File: src/rtl/bf_pkg.sv
// Shared types for the bit-flip node pair.
// Assumes nothing beyond a single clock domain.
package bf_pkg;

    // Update kind applied to the variable-node registers on a clock edge.
    typedef enum logic [1:0] {
        UPD_HOLD = 2'd0,
        UPD_LOAD = 2'd1,
        UPD_STEP = 2'd2
    } upd_e;

    // Start outranks iteration; neither means hold.
    function automatic upd_e upd_select(input logic load, input logic step);
        if (load)      return UPD_LOAD;
        else if (step) return UPD_STEP;
        else           return UPD_HOLD;
    endfunction

endpackage

File: src/rtl/bf_edge_rule.sv
// Extrinsic unanimity rule for one outgoing variable-node edge.
// Output is 1 if all inputs except edge K are 1, 0 if they are all 0,
// and the channel bit otherwise. Assumes DV >= 2 and K < DV.
module bf_edge_rule #(
    parameter int DV = 3,
    parameter int K  = 0
) (
    input  logic [DV-1:0] msgs,
    input  logic          chan,
    output logic          nxt
);
    localparam logic [DV-1:0] SELF = DV'(1) << K;

    logic others_one;
    logic others_zero;

    // Vote over the extrinsic set, with the channel bit as fallback.
    always_comb begin
        others_one  = &(msgs | SELF);
        others_zero = ~|(msgs & ~SELF);
        if (others_one)       nxt = 1'b1;
        else if (others_zero) nxt = 1'b0;
        else                  nxt = chan;
    end
endmodule

File: src/rtl/bf_majority.sv
// Majority vote over N message bits plus a channel bit (N+1 votes).
// A tied vote returns the channel bit. Assumes N >= 1.
module bf_majority #(
    parameter int N = 3
) (
    input  logic [N-1:0] msgs,
    input  logic         chan,
    output logic         dec
);
    localparam int          CW  = $clog2(N + 2);
    localparam logic [CW:0] TOT = (CW + 1)'(N + 1);

    logic [CW-1:0] cnt;
    logic [CW:0]   dbl;

    // Count the ones among all votes.
    always_comb begin
        cnt = CW'(chan);
        for (int i = 0; i < N; i++) begin
            cnt = cnt + CW'(msgs[i]);
        end
    end

    // Compare twice the count with the number of votes; a tie goes to the channel.
    always_comb begin
        dbl = {cnt, 1'b0};
        if (dbl > TOT)      dec = 1'b1;
        else if (dbl < TOT) dec = 1'b0;
        else                dec = chan;
    end
endmodule

File: src/rtl/bf_var_node.sv
// Hard-decision variable node: stores the channel bit on load and
// registers DV extrinsic messages plus a decision once per iteration.
// Assumes DV >= 2; upd comes from bf_pkg::upd_select.
module bf_var_node
    import bf_pkg::*;
#(
    parameter int DV = 3
) (
    input  logic          clk,
    input  logic          rst_n,
    input  upd_e          upd,
    input  logic          chan_bit,
    input  logic [DV-1:0] msg_in,
    output logic [DV-1:0] msg_out,
    output logic          decision
);
    logic          chan_q;
    logic [DV-1:0] edge_nxt;
    logic          dec_nxt;

    // One rule instance per outgoing edge.
    for (genvar k = 0; k < DV; k++) begin : g_edge
        bf_edge_rule #(.DV(DV), .K(k)) u_rule (
            .msgs (msg_in),
            .chan (chan_q),
            .nxt  (edge_nxt[k])
        );
    end

    bf_majority #(.N(DV)) u_vote (
        .msgs (msg_in),
        .chan (chan_q),
        .dec  (dec_nxt)
    );

    // Channel bit is captured only on a load.
    always_ff @(posedge clk) begin
        if (!rst_n)                chan_q <= 1'b0;
        else if (upd == UPD_LOAD)  chan_q <= chan_bit;
    end

    // Message and decision registers: copy the channel on load, vote on a step.
    always_ff @(posedge clk) begin
        if (!rst_n) begin
            msg_out  <= '0;
            decision <= 1'b0;
        end else begin
            unique case (upd)
                UPD_LOAD: begin
                    msg_out  <= {DV{chan_bit}};
                    decision <= chan_bit;
                end
                UPD_STEP: begin
                    msg_out  <= edge_nxt;
                    decision <= dec_nxt;
                end
                default: ;
            endcase
        end
    end
endmodule

File: src/rtl/bf_chk_node.sv
// Check node: each output is the parity of all inputs except its own,
// registered when adv is high. Assumes DC >= 2.
module bf_chk_node #(
    parameter int DC = 6
) (
    input  logic          clk,
    input  logic          rst_n,
    input  logic          adv,
    input  logic [DC-1:0] msg_in,
    output logic [DC-1:0] msg_out
);
    logic          total;
    logic [DC-1:0] ext_nxt;

    // Full parity minus each edge's own bit gives the extrinsic parity.
    always_comb begin
        total   = ^msg_in;
        ext_nxt = msg_in ^ {DC{total}};
    end

    // Output register advances with each iteration.
    always_ff @(posedge clk) begin
        if (!rst_n)   msg_out <= '0;
        else if (adv) msg_out <= ext_nxt;
    end
endmodule

File: src/rtl/bf_node_pair.sv
// Top: one variable node and one check node sharing the iteration
// controls. start begins a codeword and outranks iter_en. Graph
// wiring between units lies outside this block.
module bf_node_pair
    import bf_pkg::*;
#(
    parameter int DV = 3,
    parameter int DC = 6
) (
    input  logic          clk,
    input  logic          rst_n,
    input  logic          start,
    input  logic          iter_en,
    input  logic          chan_bit,
    input  logic [DV-1:0] vn_in,
    output logic [DV-1:0] vn_out,
    output logic          vn_decision,
    input  logic [DC-1:0] cn_in,
    output logic [DC-1:0] cn_out
);
    upd_e upd;
    logic cn_adv;

    // Decode the iteration controls once for both nodes.
    always_comb begin
        upd    = upd_select(start, iter_en);
        cn_adv = (upd != UPD_HOLD);
    end

    bf_var_node #(.DV(DV)) u_vn (
        .clk      (clk),
        .rst_n    (rst_n),
        .upd      (upd),
        .chan_bit (chan_bit),
        .msg_in   (vn_in),
        .msg_out  (vn_out),
        .decision (vn_decision)
    );

    bf_chk_node #(.DC(DC)) u_cn (
        .clk     (clk),
        .rst_n   (rst_n),
        .adv     (cn_adv),
        .msg_in  (cn_in),
        .msg_out (cn_out)
    );
endmodule

File: config.mk
export PLATFORM = sky130hd
export DESIGN_NAME = bf_node_pair
export DESIGN_NICKNAME = d
export VERILOG_FILES = /design/src/rtl/bf_pkg.sv /design/src/rtl/bf_edge_rule.sv /design/src/rtl/bf_majority.sv /design/src/rtl/bf_var_node.sv /design/src/rtl/bf_chk_node.sv /design/src/rtl/bf_node_pair.sv
export SDC_FILE = /design/constraint.sdc
export NUM_CORES = 1
export LEC_CHECK = 0
export CAP_MARGIN = 20
export CORE_MARGIN = 3
export CORE_UTILIZATION = 43
export DETAILED_ROUTE_END_ITERATION = 8
export GPL_ROUTABILITY_DRIVEN = 0
export GPL_TIMING_DRIVEN = 1
export PLACE_DENSITY = 0.81
export SLEW_MARGIN = 5
export SYNTH_ARGS = -nofsm -noshare
export SYNTH_HDL_FRONTEND = slang
export SYNTH_SLANG_ARGS = --single-unit
File: constraint.sdc
create_clock -name clk -period 2.45 [get_ports clk]
set_input_delay 0.6125 -clock clk [delete_from_list [all_inputs] [get_ports clk]]
set_output_delay 0.6125 -clock clk [all_outputs]
set_load 0.02 [all_outputs]
# After elaboration in Yosys (flattened, before gate mapping)
# Index checks and enable logic that the tools add are counted.
dict set report word_totals {
  register_bits 11
  input_bits 14
  mem_count 0
  wordCells 33
  ramBits 0
  output_inout_bits 10
  latch_bits 0
  mem_bits_ro 0
}
dict set report classes {
  mul 0
  add_sub_neg 3
  n_mux 12
  n_eq_ne 2
  order_cmp 2
  shift 0
  reduce_logical 9
  bitwise_logic 1
  n_div 0
}
# cell count
set op_table {}
lappend op_table {{1-bit 2-to-1 mux} 8}
lappend op_table {{3-bit by 1-bit adder with 3-bit output} 2}
lappend op_table {{3-bit case mux with 2 select lines} 1}
lappend op_table {{2-bit AND reduction} 3}
lappend op_table {{2-bit OR reduction} 3}
lappend op_table {{6-bit XOR reduction} 1}
lappend op_table {{6-bit XOR} 1}
lappend op_table {{4-bit by 3-bit greater-than comparator with 1-bit output, second input constant} 1}
lappend op_table {{4-bit by 3-bit less-than comparator with 1-bit output, second input constant} 1}
lappend op_table {{2-bit 2-to-1 mux} 2}
lappend op_table {{2-bit nonzero test} 2}
lappend op_table {{1-bit by 1-bit adder with 2-bit output} 1}
lappend op_table {{2-bit by 1-bit equality test with 1-bit output, second input constant} 1}
lappend op_table {{2-bit equality test, second input constant} 1}
lappend op_table {{1-bit case mux with 2 select lines} 1}

# Logic depth before layout (Yosys ltp)
dict set report depth {
  depth_word 7
  depth_mapped 6
  depth_no_buf 6
}

# Cells and area by module
# A second synthesis with hierarchy kept.
dict set report unflattened {
  hier_cells 79
  area_unflattened_um2 783.3
}
# mod cells_each seq_area_each_um2 area_each_um2 n_inst
set by_module_without_submodules {}
lappend by_module_without_submodules {bf_chk_node 42 120.1 400.4 1}
lappend by_module_without_submodules {bf_var_node 24 100.1 252.7 1}
lappend by_module_without_submodules {bf_majority 8 0.0 83.8 1}
lappend by_module_without_submodules {bf_edge_rule 1 0.0 11.3 3}
lappend by_module_without_submodules {bf_node_pair 2 0.0 12.5 1}

# Least setup slack after synthesis
# No wires, ideal clock.
dict set report synth_timing {
  path_kind {input to register}
  start {input vn_in[0]}
  end {register u_vn.decision}
  n_path_buf 0
  stages 6
  required_ns 2.380
  arrival_ns 1.944
  setup_ns 0.070
  setup_slack_ns 0.436
  path_cell_list {ha_1 > fa_1 > inv_1 > ha_1 > a311o_1 > a21oi_1}
}
dict set report synth_via {
  elab_chain_cells 7
  elab_cells_between_ends 8
  classes_between {3 x add/sub; 2 x order compare; 3 x mux}
}
# element line
set synth_rtl {}
lappend synth_rtl {{from (decl)} bf_node_pair.sv:15} ;# input logic [DV-1:0] vn_in,
lappend synth_rtl {{1-bit by 1-bit adder with 2-bit output *} bf_majority.sv:20} ;# cnt = cnt + CW'(msgs[i]);
lappend synth_rtl {{3-bit by 1-bit adder with 3-bit output * (2 in a row)} bf_majority.sv:20}
lappend synth_rtl {{4-bit by 3-bit less-than comparator with 1-bit output} bf_majority.sv:28} ;# else if (dbl < TOT) dec = 1'b0;
lappend synth_rtl {{1-bit 2-to-1 mux} bf_majority.sv:28}
lappend synth_rtl {{1-bit 2-to-1 mux *} bf_majority.sv:27} ;# if (dbl > TOT) dec = 1'b1;
lappend synth_rtl {{1-bit case mux with 2 select lines *} bf_var_node.sv:48} ;# unique case (upd)
lappend synth_rtl {{to (signal assigned)} bf_var_node.sv:51} ;# decision <= chan_bit;
lappend synth_rtl {{to (signal assigned)} bf_var_node.sv:55} ;# decision <= dec_nxt;
lappend synth_rtl {{to (decl)} bf_var_node.sv:15} ;# output logic decision
# Mark *: on every way between the ends. The rest lies on a longest branch, timed or not.
# A chain may end at the register's enable or synchronous reset.

# Final worst setup path
# Ends and elaborated chain as after synthesis.

==> results.py <==
metrics = {
    "status": {
        "status": "finished clean",
    },
    "yosys": {
        "ys_top_cells_by_area": "dfxtp_1, xnor3_1, nand2_1",
        "ys_seq_area_frac": 0.326,
        "synth_top_area_frac": 0.326,
        "syn-num-nets": 84,
        "syn_area_per_cell_um2": 10.4,
        "synth_cell_type_count": 17,
        "syn_inst": 65,
        "synth-seq-cells": 11,
        "synth_top_area_cell": "dfxtp_1",
        "yosys_warnings": 0,
        "synth_area_um2": 676,
    },
    "sta": {
        "hold_ws_ns": 0.446,
        "setup_violations": 0,
        "skew_ns": 0.000114,
        "rsz0062_at_grt": "false",
        "finalSetupTns_ns": 0,
        "finalMaxSlewViolations": 0,
        "finalCritPeriodShare": 0.931,
        "slew_headroom": 0.610,
        "worst_pin_slew_ns": 0.578,
        "fmax_ghz": 0.438,
        "fin_crit_ns": 2.28,
        "hold_viol": 0,
    },
    "cells_and_area": {
        "nets": 114,
        "instances_no_fill": 109,
        "mostFrequentLayoutCell": "clkdlybuf4s50_1",
        "antennaDiodeCount": 0,
        "syn_to_final_growth_pct": 43.0,
        "final_cell_mix": "clkdlybuf4s50_1, nand2_1, dfxtp_1",
        "drive_gt1_frac": 0.0745,
    },
    "drt": {
        "wl_um": 1420,
        "dr.pass1.iters": 4,
        "vias": 576,
        "routedWlPerCell_um": 13.0,
        "drt_iter0_drc": 12,
        "ant_nets": 0,
        "drc": 0,
        "viasPerCell": 5.28,
    },
    "placement": {
        "dp_cells": 105,
        "io_buffers": 23,
        "dp_hpwl_um": 1240,
    },
    "clock_network": {
        "post_cts_buffers": 0,
        "hold_buffers": 0,
        "clk_path_buf_depth": 2,
        "cts.sinks": 11,
        "clock_latency_ns": 0.26,
        "cts_resized": 0,
        "clk_pin_slew_ns": 0.07,
        "cts-root-buf": "clkbuf_4",
        "cts_tree": "yes",
        "numCtsBuffers": 3,
        "htreeDepth": 1,
    },
    "critical_path": {
        "critical_path.startpoint_type": "input pin",
        "end_kind": "register",
        "r2r_start": "u_vn.chan_q",
        "reg2reg_depth": 6,
        "r2r_setup_slack_ns": 0.57,
        "cp.arrival_ns": 2.48,
        "path_class": "input pin to register",
        "worstPathRequired_ns": 2.65,
        "worstReg2RegEnd": "u_vn.decision",
        "worstPathMaxFanout": 2,
    },
    "min_path": {
        "hold-path-endpoint": "u_cn.msg_out[1]",
        "hold_class": "register to register",
        "holdPathStages": 2,
        "min_from": "u_cn.msg_out[1]",
    },
    "die": {
        "start_util": 0.489,
        "io_pins": 24,
        "die-area_um2": 2080,
        "dieWidth_um": 45.6,
        "die_y_um": 45.6,
        "core_um2": 1380,
        "fp-row-count": 13,
    },
    "grt": {
        "grt_pass1_wl_um": 2180,
        "grt_antenna_before_repair": 0,
        "grt.total_usage": 0.151,
        "grt_pass1_vias": 533,
        "gr-total-overflow": 0,
        "grt_max_degree": 8,
    },
    "run": {
        "drv_cap": 0,
    },
    "pwr": {
        "powerDensity_nw_per_um2": 546,
        "p_leak_uw": 0.000431,
        "total_power_uw": 528,
        "ir_drop_mv": 0.401,
    },
}
==> cell usage after synthesis <==
cell type and number:
a311o_1 1, ha_1 3, a21boi_0 2, dfxtp_1 11, nor2_1 1, xnor2_2 2, o211ai_1 1, nor3b_1 1
xnor3_1 6, o21ai_1 4, xnor2_1 1, a21oi_1 6, o21ai_0 4, maj3_1 2, inv_1 7, nand2_1 11
fa_1 2
==> through the flow <==
step	util	setup WS, ns	cell area, um2
2_1_floorplan	-	0.436	676
3_3_place_gp	0.680	-0.0480	940
3_5_place_dp	0.680	-0.112	940
4_1_cts	0.699	0.168	966
5_1_grt	0.699	0.0780	966
6_report	0.699	0.168	966
==> per-layer routing <==
metal  routed length, um  track usage  part of all wire  up-vias
met1                 577        0.164              0.41      264
met4                  29       0.0936             0.020        0
met5                   0            0                 0        -
met2                 695        0.242              0.49       23
li1                    -            -                 -      283
met3                 115       0.0593             0.081        6
==> power breakdown <==
group	internal, uW	total, uW	switching [uW]
Clock	62.9	121	57.7
Sequential	200	211	10.7
Combinational	110	196	85.9
Total	373	528	154
==> area by class of cell <==
cell class	count	area, um2
Clock buffer	4	26.3
Multi-Input combinational cell	47	429
Timing Repair Buffer	25	245
Fill cell	116	417
Sequential cell	11	220
Tap cell	15	18.8
Inverter	7	26.3
==> worst max-delay path, cell delays in order <==
cell	delay [ns]
clkdlybuf4s50_1	0.43
ha_1	0.32
fa_1	0.40
inv_1	0.07
ha_1	0.22
a311o_1	0.32
a21oi_1	0.11
==> cell families (layout without fill, tap and decap cells) <==
group,Yosys count,count (layout),share of synthesized area
buffers and inverters,7,36,0.0389
DFF,11,11,0.326
and+or+nand+nor,13,13,0.0778
adders and majority gates,7,7,0.144
AOI/OAI and AO/OA,18,18,0.152
xor gates and xnor gates,9,9,0.261
==> sequential cells by signal (all words and copies together), names as in the netlist <==
register	cells
u_vn.msg_out	3
u_vn.decision	1
u_vn.chan_q	1
u_cn.msg_out	6
==> worst max-delay path by stage <==
| stage | from | endpoint | depth (start not counted) |
|---|---|---|---|
| floorplan | vn_in[0] | u_vn.decision | 6 |
| global placement | vn_in[0] | u_vn.decision | 7 |
| detailed placement | vn_in[0] | u_vn.decision | 7 |
| CTS | vn_in[0] | u_vn.decision | 7 |
| global route | vn_in[0] | u_vn.decision | 7 |
| finish | vn_in[0] | u_vn.decision | 7 |
(Power assumes the default switching activity.)
